[src/rtl/ient_pkg.sv]
package ient_pkg;

  localparam int unsigned DEF_XLEN     = 32;
  localparam int unsigned DEF_EVT_W    = 12;
  localparam logic [31:0] DEF_VEC_OFF  = 32'h0000_0600;
  localparam int unsigned DEF_MD_POS   = 30;
  localparam int unsigned DEF_RB_POS   = 29;
  localparam int unsigned DEF_BL_POS   = 28;
  localparam int unsigned DEF_MASK_LSB = 4;
  localparam int unsigned DEF_MASK_W   = 4;

  typedef enum logic {
    SEQ_IDLE  = 1'b0,
    SEQ_ENTRY = 1'b1
  } seq_state_t;

endpackage

[src/rtl/ient_accept.sv]
module ient_accept
  import ient_pkg::*;
(
  input  logic clk,
  input  logic rst,
  input  logic req_i,
  input  logic boundary_i,
  input  logic bl_i,
  output logic take_o,
  output logic strobe_o
);

  seq_state_t state_q;

  // A request is taken only at a boundary, with the block bit clear,
  // and never in the cycle in which a previous entry is being written.
  assign take_o = req_i && boundary_i && !bl_i && (state_q == SEQ_IDLE);

  always_ff @(posedge clk) begin
    if (rst) begin
      state_q <= SEQ_IDLE;
    end else begin
      case (state_q)
        SEQ_IDLE:  if (take_o) state_q <= SEQ_ENTRY;
        SEQ_ENTRY: state_q <= SEQ_IDLE;
        default:   state_q <= SEQ_IDLE;
      endcase
    end
  end

  assign strobe_o = (state_q == SEQ_ENTRY);

  p_entry_at_boundary_r2: assert property (@(posedge clk) disable iff (rst)
    strobe_o |-> $past(req_i && boundary_i && !bl_i));

  p_blocked_r9: assert property (@(posedge clk) disable iff (rst)
    bl_i |=> !strobe_o);

  p_single_strobe_r10: assert property (@(posedge clk) disable iff (rst)
    strobe_o |=> !strobe_o);

  p_no_boundary_r3: assert property (@(posedge clk) disable iff (rst)
    !boundary_i |=> !strobe_o);

endmodule

[src/rtl/ient_capreg.sv]
module ient_capreg #(
  parameter int unsigned W = 32
) (
  input  logic         clk,
  input  logic         rst,
  input  logic         cap_i,
  input  logic [W-1:0] d_i,
  output logic [W-1:0] q_o
);

  always_ff @(posedge clk) begin
    if (rst)        q_o <= '0;
    else if (cap_i) q_o <= d_i;
  end

  p_hold_r3: assert property (@(posedge clk) disable iff (rst)
    !cap_i |=> $stable(q_o));

endmodule

[src/rtl/ient_sr_pc.sv]
module ient_sr_pc #(
  parameter int unsigned XLEN     = 32,
  parameter logic [31:0] VEC_OFF  = 32'h0000_0600,
  parameter int unsigned MD_POS   = 30,
  parameter int unsigned RB_POS   = 29,
  parameter int unsigned BL_POS   = 28,
  parameter int unsigned MASK_LSB = 4,
  parameter int unsigned MASK_W   = 4
) (
  input  logic            clk,
  input  logic            rst,
  input  logic            cap_i,
  input  logic [XLEN-1:0] sr_i,
  input  logic [XLEN-1:0] vbr_i,
  output logic [XLEN-1:0] sr_o,
  output logic [XLEN-1:0] pc_o
);

  localparam int unsigned NSET = 3;
  localparam int unsigned SET_POS [NSET] = '{MD_POS, RB_POS, BL_POS};
  localparam logic [XLEN-1:0] OFF = XLEN'(VEC_OFF);

  logic [XLEN-1:0] set_mask;
  logic [XLEN-1:0] sr_next;
  logic [XLEN-1:0] pc_next;
  logic            upd_q;

  for (genvar b = 0; b < XLEN; b++) begin : g_mask
    logic hit;
    always_comb begin
      hit = 1'b0;
      for (int k = 0; k < NSET; k++)
        if (SET_POS[k] == b) hit = 1'b1;
    end
    assign set_mask[b] = hit;
  end

  assign sr_next = sr_i | set_mask;
  assign pc_next = vbr_i + OFF;

  always_ff @(posedge clk) begin
    if (rst) begin
      sr_o  <= '0;
      pc_o  <= '0;
      upd_q <= 1'b0;
    end else begin
      upd_q <= cap_i;
      if (cap_i) begin
        sr_o <= sr_next;
        pc_o <= pc_next;
      end
    end
  end

  p_mask_kept_r7: assert property (@(posedge clk) disable iff (rst)
    upd_q |-> sr_o[MASK_LSB +: MASK_W] == $past(sr_i[MASK_LSB +: MASK_W]));

  p_mode_bits_r7: assert property (@(posedge clk) disable iff (rst)
    upd_q |-> (sr_o[MD_POS] && sr_o[RB_POS] && sr_o[BL_POS]));

  p_pc_target_r8: assert property (@(posedge clk) disable iff (rst)
    upd_q |-> pc_o == $past(vbr_i) + OFF);

endmodule

[src/rtl/irq_entry_seq.sv]
module irq_entry_seq
  import ient_pkg::*;
#(
  parameter int unsigned XLEN     = DEF_XLEN,
  parameter int unsigned EVT_W    = DEF_EVT_W,
  parameter logic [31:0] VEC_OFF  = DEF_VEC_OFF,
  parameter int unsigned MD_POS   = DEF_MD_POS,
  parameter int unsigned RB_POS   = DEF_RB_POS,
  parameter int unsigned BL_POS   = DEF_BL_POS,
  parameter int unsigned MASK_LSB = DEF_MASK_LSB,
  parameter int unsigned MASK_W   = DEF_MASK_W
) (
  input  logic             clk,
  input  logic             rst,
  input  logic             req_i,
  input  logic [EVT_W-1:0] evt_code_i,
  input  logic             boundary_i,
  input  logic [XLEN-1:0]  sr_i,
  input  logic [XLEN-1:0]  pc_i,
  input  logic [XLEN-1:0]  sp_i,
  input  logic [XLEN-1:0]  vbr_i,
  output logic [EVT_W-1:0] evt_o,
  output logic [XLEN-1:0]  ssr_o,
  output logic [XLEN-1:0]  spc_o,
  output logic [XLEN-1:0]  sgr_o,
  output logic [XLEN-1:0]  sr_o,
  output logic             sr_wr_o,
  output logic [XLEN-1:0]  pc_o,
  output logic             pc_ld_o
);

  localparam int unsigned NSHD = 3;

  logic take;
  logic strobe;

  ient_accept u_accept (
    .clk        (clk),
    .rst        (rst),
    .req_i      (req_i),
    .boundary_i (boundary_i),
    .bl_i       (sr_i[BL_POS]),
    .take_o     (take),
    .strobe_o   (strobe)
  );

  ient_capreg #(.W(EVT_W)) u_evt (
    .clk   (clk),
    .rst   (rst),
    .cap_i (take),
    .d_i   (evt_code_i),
    .q_o   (evt_o)
  );

  // Shadow copies of status word, program counter and stack pointer.
  logic [XLEN-1:0] shd_d [NSHD];
  logic [XLEN-1:0] shd_q [NSHD];

  assign shd_d[0] = sr_i;
  assign shd_d[1] = pc_i;
  assign shd_d[2] = sp_i;

  for (genvar i = 0; i < NSHD; i++) begin : g_shadow
    ient_capreg #(.W(XLEN)) u_shd (
      .clk   (clk),
      .rst   (rst),
      .cap_i (take),
      .d_i   (shd_d[i]),
      .q_o   (shd_q[i])
    );
  end

  assign ssr_o = shd_q[0];
  assign spc_o = shd_q[1];
  assign sgr_o = shd_q[2];

  ient_sr_pc #(
    .XLEN     (XLEN),
    .VEC_OFF  (VEC_OFF),
    .MD_POS   (MD_POS),
    .RB_POS   (RB_POS),
    .BL_POS   (BL_POS),
    .MASK_LSB (MASK_LSB),
    .MASK_W   (MASK_W)
  ) u_sr_pc (
    .clk   (clk),
    .rst   (rst),
    .cap_i (take),
    .sr_i  (sr_i),
    .vbr_i (vbr_i),
    .sr_o  (sr_o),
    .pc_o  (pc_o)
  );

  assign sr_wr_o = strobe;
  assign pc_ld_o = strobe;

  p_saved_status_r5: assert property (@(posedge clk) disable iff (rst)
    strobe |-> (ssr_o == $past(sr_i)) && (spc_o == $past(pc_i)));

  p_saved_stack_r6: assert property (@(posedge clk) disable iff (rst)
    strobe |-> sgr_o == $past(sp_i));

  p_event_r4: assert property (@(posedge clk) disable iff (rst)
    strobe |-> evt_o == $past(evt_code_i));

endmodule

[config.mk]
export PLATFORM = sky130hd
export DESIGN_NAME = irq_entry_seq
export DESIGN_NICKNAME = d
export VERILOG_FILES = /design/src/rtl/ient_pkg.sv /design/src/rtl/ient_accept.sv /design/src/rtl/ient_capreg.sv /design/src/rtl/ient_sr_pc.sv /design/src/rtl/irq_entry_seq.sv
export SDC_FILE = /design/constraint.sdc
export NUM_CORES = 1
export LEC_CHECK = 0
export BUFFER_PORTS_ARGS = -buffer_cell sky130_fd_sc_hd__clkbuf_2
export CAP_MARGIN = 20
export CORE_ASPECT_RATIO = 0.5
export CORE_MARGIN = 2
export CORE_UTILIZATION = 50
export CTS_CLUSTER_DIAMETER = 100
export CTS_CLUSTER_SIZE = 25
export DETAILED_ROUTE_END_ITERATION = 8
export GPL_ROUTABILITY_DRIVEN = 0
export PLACE_DENSITY = 0.85
export SLEW_MARGIN = 20
export SYNTH_ARGS = -nofsm -noshare
export SYNTH_HDL_FRONTEND = slang
export SYNTH_HIERARCHICAL = 1
export SYNTH_SLANG_ARGS = --single-unit
[constraint.sdc]
create_clock -name clk -period 5 [get_ports clk]
set_input_delay 1 -clock clk [delete_from_list [all_inputs] [get_ports clk]]
set_output_delay 1 -clock clk [all_outputs]
set_load 0.05 [all_outputs]
Word-level counts from Yosys, hierarchy flattened

Index checks and enable logic that the tools add are counted.

Add/sub/neg operators: 1
Multiplexer cells: 2
Bitwise logic cells: 1
Reductions and logical operators: 4

Operator list:

| operator                                                          | count |
|---|---|
| 32-bit by 11-bit adder with 32-bit output (second input constant) | 1 |
| 1-bit logical AND                                                 | 3 |
| 1-bit one-hot mux with 2 select lines                             | 1 |
| 1-bit logical NOT                                                 | 1 |
| 1-bit 2-to-1 mux                                                  | 1 |
| 1-bit NOT                                                         | 1 |

Bits in registers: 173
Output and inout port bits: 174
Word-level logic and storage cells: 15

Longest topological paths before layout

Depth after elaboration: 5
Gate-level depth with buffers: 7
Mapped depth without buffers: 6

Cells and area by module

Netlist, hierarchy kept.

By module, submodules not included:

| module                               | instances | cells each | area an instance (µm²) | seq. area each (µm²) |
|---|---|---|---|---|
| ient_capreg at g_shadow[0].u_shd ... | 3         | 103        | 1,163.6                | 640.6 |
| ient_sr_pc                           | 1         | 273        | 2,578.7                | 1,241.2 |
| ient_capreg at u_evt                 | 1         | 38         | 420.4                  | 240.2 |
| ient_accept                          | 1         | 4          | 41.3                   | 20.0 |
| irq_entry_seq                        | 1         | 1          | 7.5                    | 0.0 |

Least setup slack after synthesis

OpenSTA, ideal clock, no wires.

Kind: input port to flip-flop
Start: input port req_i
End: register u_sr_pc.pc_o[0]
Setup time: 128 ps
Data arrival time: 2,914 ps
Required time: 4,872 ps
Path slack: 1,959 ps
Stages on the path: 6
Buffers on the path: 2
Path through: nand2_1 -> nor3_1 -> clkbuf_1 -> buf_1 -> mux2i_1 -> nor2_1

Longest elaborated chain between the ends: 3

Ends and longest elaborated chain:

| item                            | RTL line            | RTL |
|---|---|---|
| from (decl)                     | irq_entry_seq.sv:15 | `input logic req_i,` |
| 1-bit logical AND (3 in series) | ient_accept.sv:17   | `assign take_o = req_i && boundary_i && !bl_i && (state_q == SEQ_IDLE);` |
| named net take                  | irq_entry_seq.sv:34 | `logic take;` |
| to (signal assigned)            | ient_sr_pc.sv:50    | `pc_o <= pc_next;` |
| to (decl)                       | ient_sr_pc.sv:16    | `output logic [XLEN-1:0] pc_o` |

The timed path passes the listed nets, and every way through them passes these cells.
A chain may end at the register's enable or synchronous reset.

Worst setup path in the final report

Start: input port vbr_i[15]
End: register u_sr_pc.pc_o[30]

Longest elaborated chain between the ends: 1

Ends and longest elaborated chain:

| item                                      | RTL line            | RTL |
|---|---|---|
| from (decl)                               | irq_entry_seq.sv:21 | `input logic [XLEN-1:0] vbr_i,` |
| 32-bit by 11-bit adder with 32-bit output | ient_sr_pc.sv:39    | `assign pc_next = vbr_i + OFF;` |

No other way between the ends.

==> summary.txt <==
Global routing
  – Global route overflow: 0
  – Antenna violations before repair: 0
  – Pin count of the biggest net entering global routing: 131
  – GRT Util Overall: 0.218
  – First-pass GRT wire length: 25,200 um
  – Number of global-route vias before repair: 5,173

STA
  – Period utilisation layout: 0.514
  – Worst clock skew: 0.0115 ns
  – Slack of the critical path: 2.43 ns
  – Worst slew pin tran: roughly 0.99 ns
  – Final total negative setup slack: 0 ns
  – Final setup fails: 0
  – Worst hold margin: approximately 0.48 ns
  – Peak Freq: 0.389 GHz
  – Relative slew slack: 0.341
  – Crit path time final: 2.57 ns
  – Final Hold Viols: 0
  – RSZ-0062 raised after global routing: false
  – Max-slew violations: 0

Clock tree
  – Clk sink count: 171
  – Clock transition at path regs: 0.07 ns
  – Cts bufs inserted: 17
  – Post-CTS sizing: 0
  – Root Driver: clkbuf_16
  – H-tree depth: 4
  – CTS tree: built
  – Post-CTS setup buffer count: 0
  – Max Buffers Root-to-Sink: 2
  – CTS Hold Bufs: 0
  – Clk Latency, worst-skew pair: 0.41 ns

Synth
  – Synthesized area: 6540 sq um
  – Synthesized area per cell: 10.5 sq um
  – Most common flop cell mapped by yosys: dfxtp_1
  – Post-synth EDFFs: 0
  – Syn. warnings: 6
  – Cells after synthesis: 625
  – Sequential-to-total area share from yosys stat: 0.524
  – Syn_nets: 770
  – Number of library cell types mapped by synthesis: 32
  – Post-synthesis async set-or-reset flop share: 0
  – Seq cells post-synth: 171

Floorplanning
  – Num rows: 29
  – Die H: 84.9 um
  – I/O pins: approximately 320
  – Initial core utilization: 0.515
  – Core box area: approximately 13,000 sq um
  – Die extent in x: 166 um
  – Die area: 14,100 sq um

Detailed routing
  – DR pass1 iterations: 4
  – WL/cell: 14.6 um
  – # DRC: 0
  – Detail Route Antenna Nets: 0
  – Vias per cell: around 5.0
  – Detailed Route Iter0 Violations: 241
  – Via count: 5,514
  – Post-Route WL: about 16,000 um

Cells and area
  – Synth-to-Final Area Change: 32.0%
  – Footprint of the multi-input gates: 2730 sq um
  – Antenna Cells: 0
  – Fin nets: approximately 1,100
  – Share of cells above drive strength 1: 0.388
  – Total of fill cells in the finished design: 1,046
  – Sequential cell area: ~3400 sq um
  – Leading cell type in the layout, fill and taps excluded: clkbuf_2
  – Most frequent cells in the layout: clkbuf_2 (316), nor2_1 (172), dfxtp_1 (171)

Critical path
  – Slowest library cell on the worst path: or4_1
  – Critical path's top delay family: simple AND/OR/NAND/NOR gates
  – Buffers plus inverters on the worst setup path: 1
  – Most used cell, CP: or4_1
  – CP Max Fanout: 10
  – Worst EP arrival: about 2.9 ns
  – Slowest cell delay on critical path: 0.72 ns
  – CP required: between 5 and 6 ns
  – Worst setup SP type: primary input
  – Worst-path cell chain: clkbuf_2 -> nand4_2 -> or4_1 -> or4_1 -> a311oi_1
  – Critical path capture point type: flop
  – WS Path Type: in -> reg

Hold path
  – HP Class: reg -> reg

Place
  – Worst slack at placement: 2.01 ns
  – Detailed Place HPWL: 11,900 um
  – Port Buffers: 317

Power
  – LEAKAGE: between 0.003 and 0.004 uW
  – Pwr Density: 376 nW/um^2
  – Worst vdd ir: 0.000271 V

Run
  – Total of max-cap violations: 0

Run status
  – Status: finished clean
[sequential cells by signal, indices dropped and copies added (netlist names)]
register	count
u_sr_pc/pc_o	32
g_shadow.u_shd/q_o	96
u_sr_pc/sr_o	30
u_accept/strobe_o	1
u_evt/q_o	12
[Yosys cell counts (2+ instances only)]
cell type | instances | area [sq um]
buf_6 | 5 | 56.3
inv_1 | 6 | 22.5
buf_4 | 3 | 22.5
a211oi_1 | 11 | 82.6
xnor2_1 | 6 | 52.6
mux2i_1 | 147 | 1470
or3_2 | 3 | 22.5
nand3_1 | 4 | 20.0
o31ai_1 | 6 | 45.0
buf_1 | 5 | 18.8
a311oi_1 | 11 | 96.3
nor3_1 | 3 | 15.0
or4_1 | 7 | 52.6
clkbuf_1 | 22 | 82.6
nand2b_1 | 2 | 12.5
dfxtp_1 | 171 | 3420
nand2_1 | 8 | 30.0
xor2_1 | 4 | 35.0
buf_12 | 9 | 180
nor2_1 | 172 | 646
o21ai_0 | 7 | 35.0
or3_1 | 2 | 12.5
and3_1 | 2 | 12.5
[report_power, final]
part | total (uW) | leakage (uW) | switching (uW) | internal, uW
clock | 1350 | 0.000285 | 554 | 797
sequential | 1440 | 0.00139 | 26.7 | 1410
combinational | 452 | 0.00220 | 315 | 137
[per-layer routing]
| metal | share of wire | vias to the layer above | wire length, um | global-route usage |
|---|---|---|---|---|
| li1 | - | 2715 | - | - |
| met1 | 0.40 | 2601 | 6450 | 0.246 |
| met2 | 0.52 | 163 | 8360 | 0.410 |
| met3 | 0.052 | 35 | 843 | 0.0494 |
| met4 | 0.028 | 0 | 454 | 0.0814 |
| met5 | 0 | - | 0 | 0 |
[cells by family (layout without fill, tap and decap cells)]
| logic type | after synthesis | count (layout) | share of synthesized area |
|---|---|---|---|
| multiplexers | 147 | 147 | 0.225 |
| flip-flops | 171 | 171 | 0.524 |
| adder cells (fa/ha/maj) | 1 | 1 | 0.00191 |
| AND/OR/NAND/NOR | 209 | 209 | 0.135 |
| buffers and inverters | 51 | 358 | 0.0593 |
| XOR/XNOR | 10 | 10 | 0.0134 |
| AO/OA/AOI/OAI | 36 | 36 | 0.0413 |
[worst paths after layout]
kind                                                     from                                endpoint  slack [ns]  cells after the start
worst min-delay path            u_sr_pc/pc_o[10]$_SDFFE_PP0P_           u_sr_pc/pc_o[10]$_SDFFE_PP0P_        0.48                      2
worst min register to register  u_sr_pc/pc_o[10]$_SDFFE_PP0P_           u_sr_pc/pc_o[10]$_SDFFE_PP0P_        0.48                      2
worst max-delay path                                vbr_i[15]           u_sr_pc/pc_o[30]$_SDFFE_PP0P_        2.43                      5
worst max register to register   u_accept/strobe_o$_SDFF_PP0_  g_shadow[1].u_shd/q_o[15]$_SDFFE_PP0P_        2.97                      4
[stage by stage]
step,cells,instance area (sq um),utilization,power (uW)
after CTS,1102,8630,0.680,3270
after floorplan,625,6540,-,1790
after global placement,1071,8020,0.632,1910
after detailed placement,1071,8020,0.632,1920
final,1102,8630,0.680,3240
after global routing,1102,8630,0.680,3360
[area by class of cell]
cell class                 instances  area share
tap                              170      0.0246
inverter                           6     0.00261
clock buffer                      17      0.0493
multi-input combinational        403       0.317
clock inverter                    14      0.0213
timing repair buffer             321       0.189
sequential                       171       0.397
[worst reg2reg max path, stage by stage, from the launching register on]
cell	delay, ns
dfxtp_1	0.36
nor3_2	0.30
buf_4	0.82
mux2i_1	0.34
nor2_1	0.07
No activity file was read; power rests on OpenSTA's default activity.
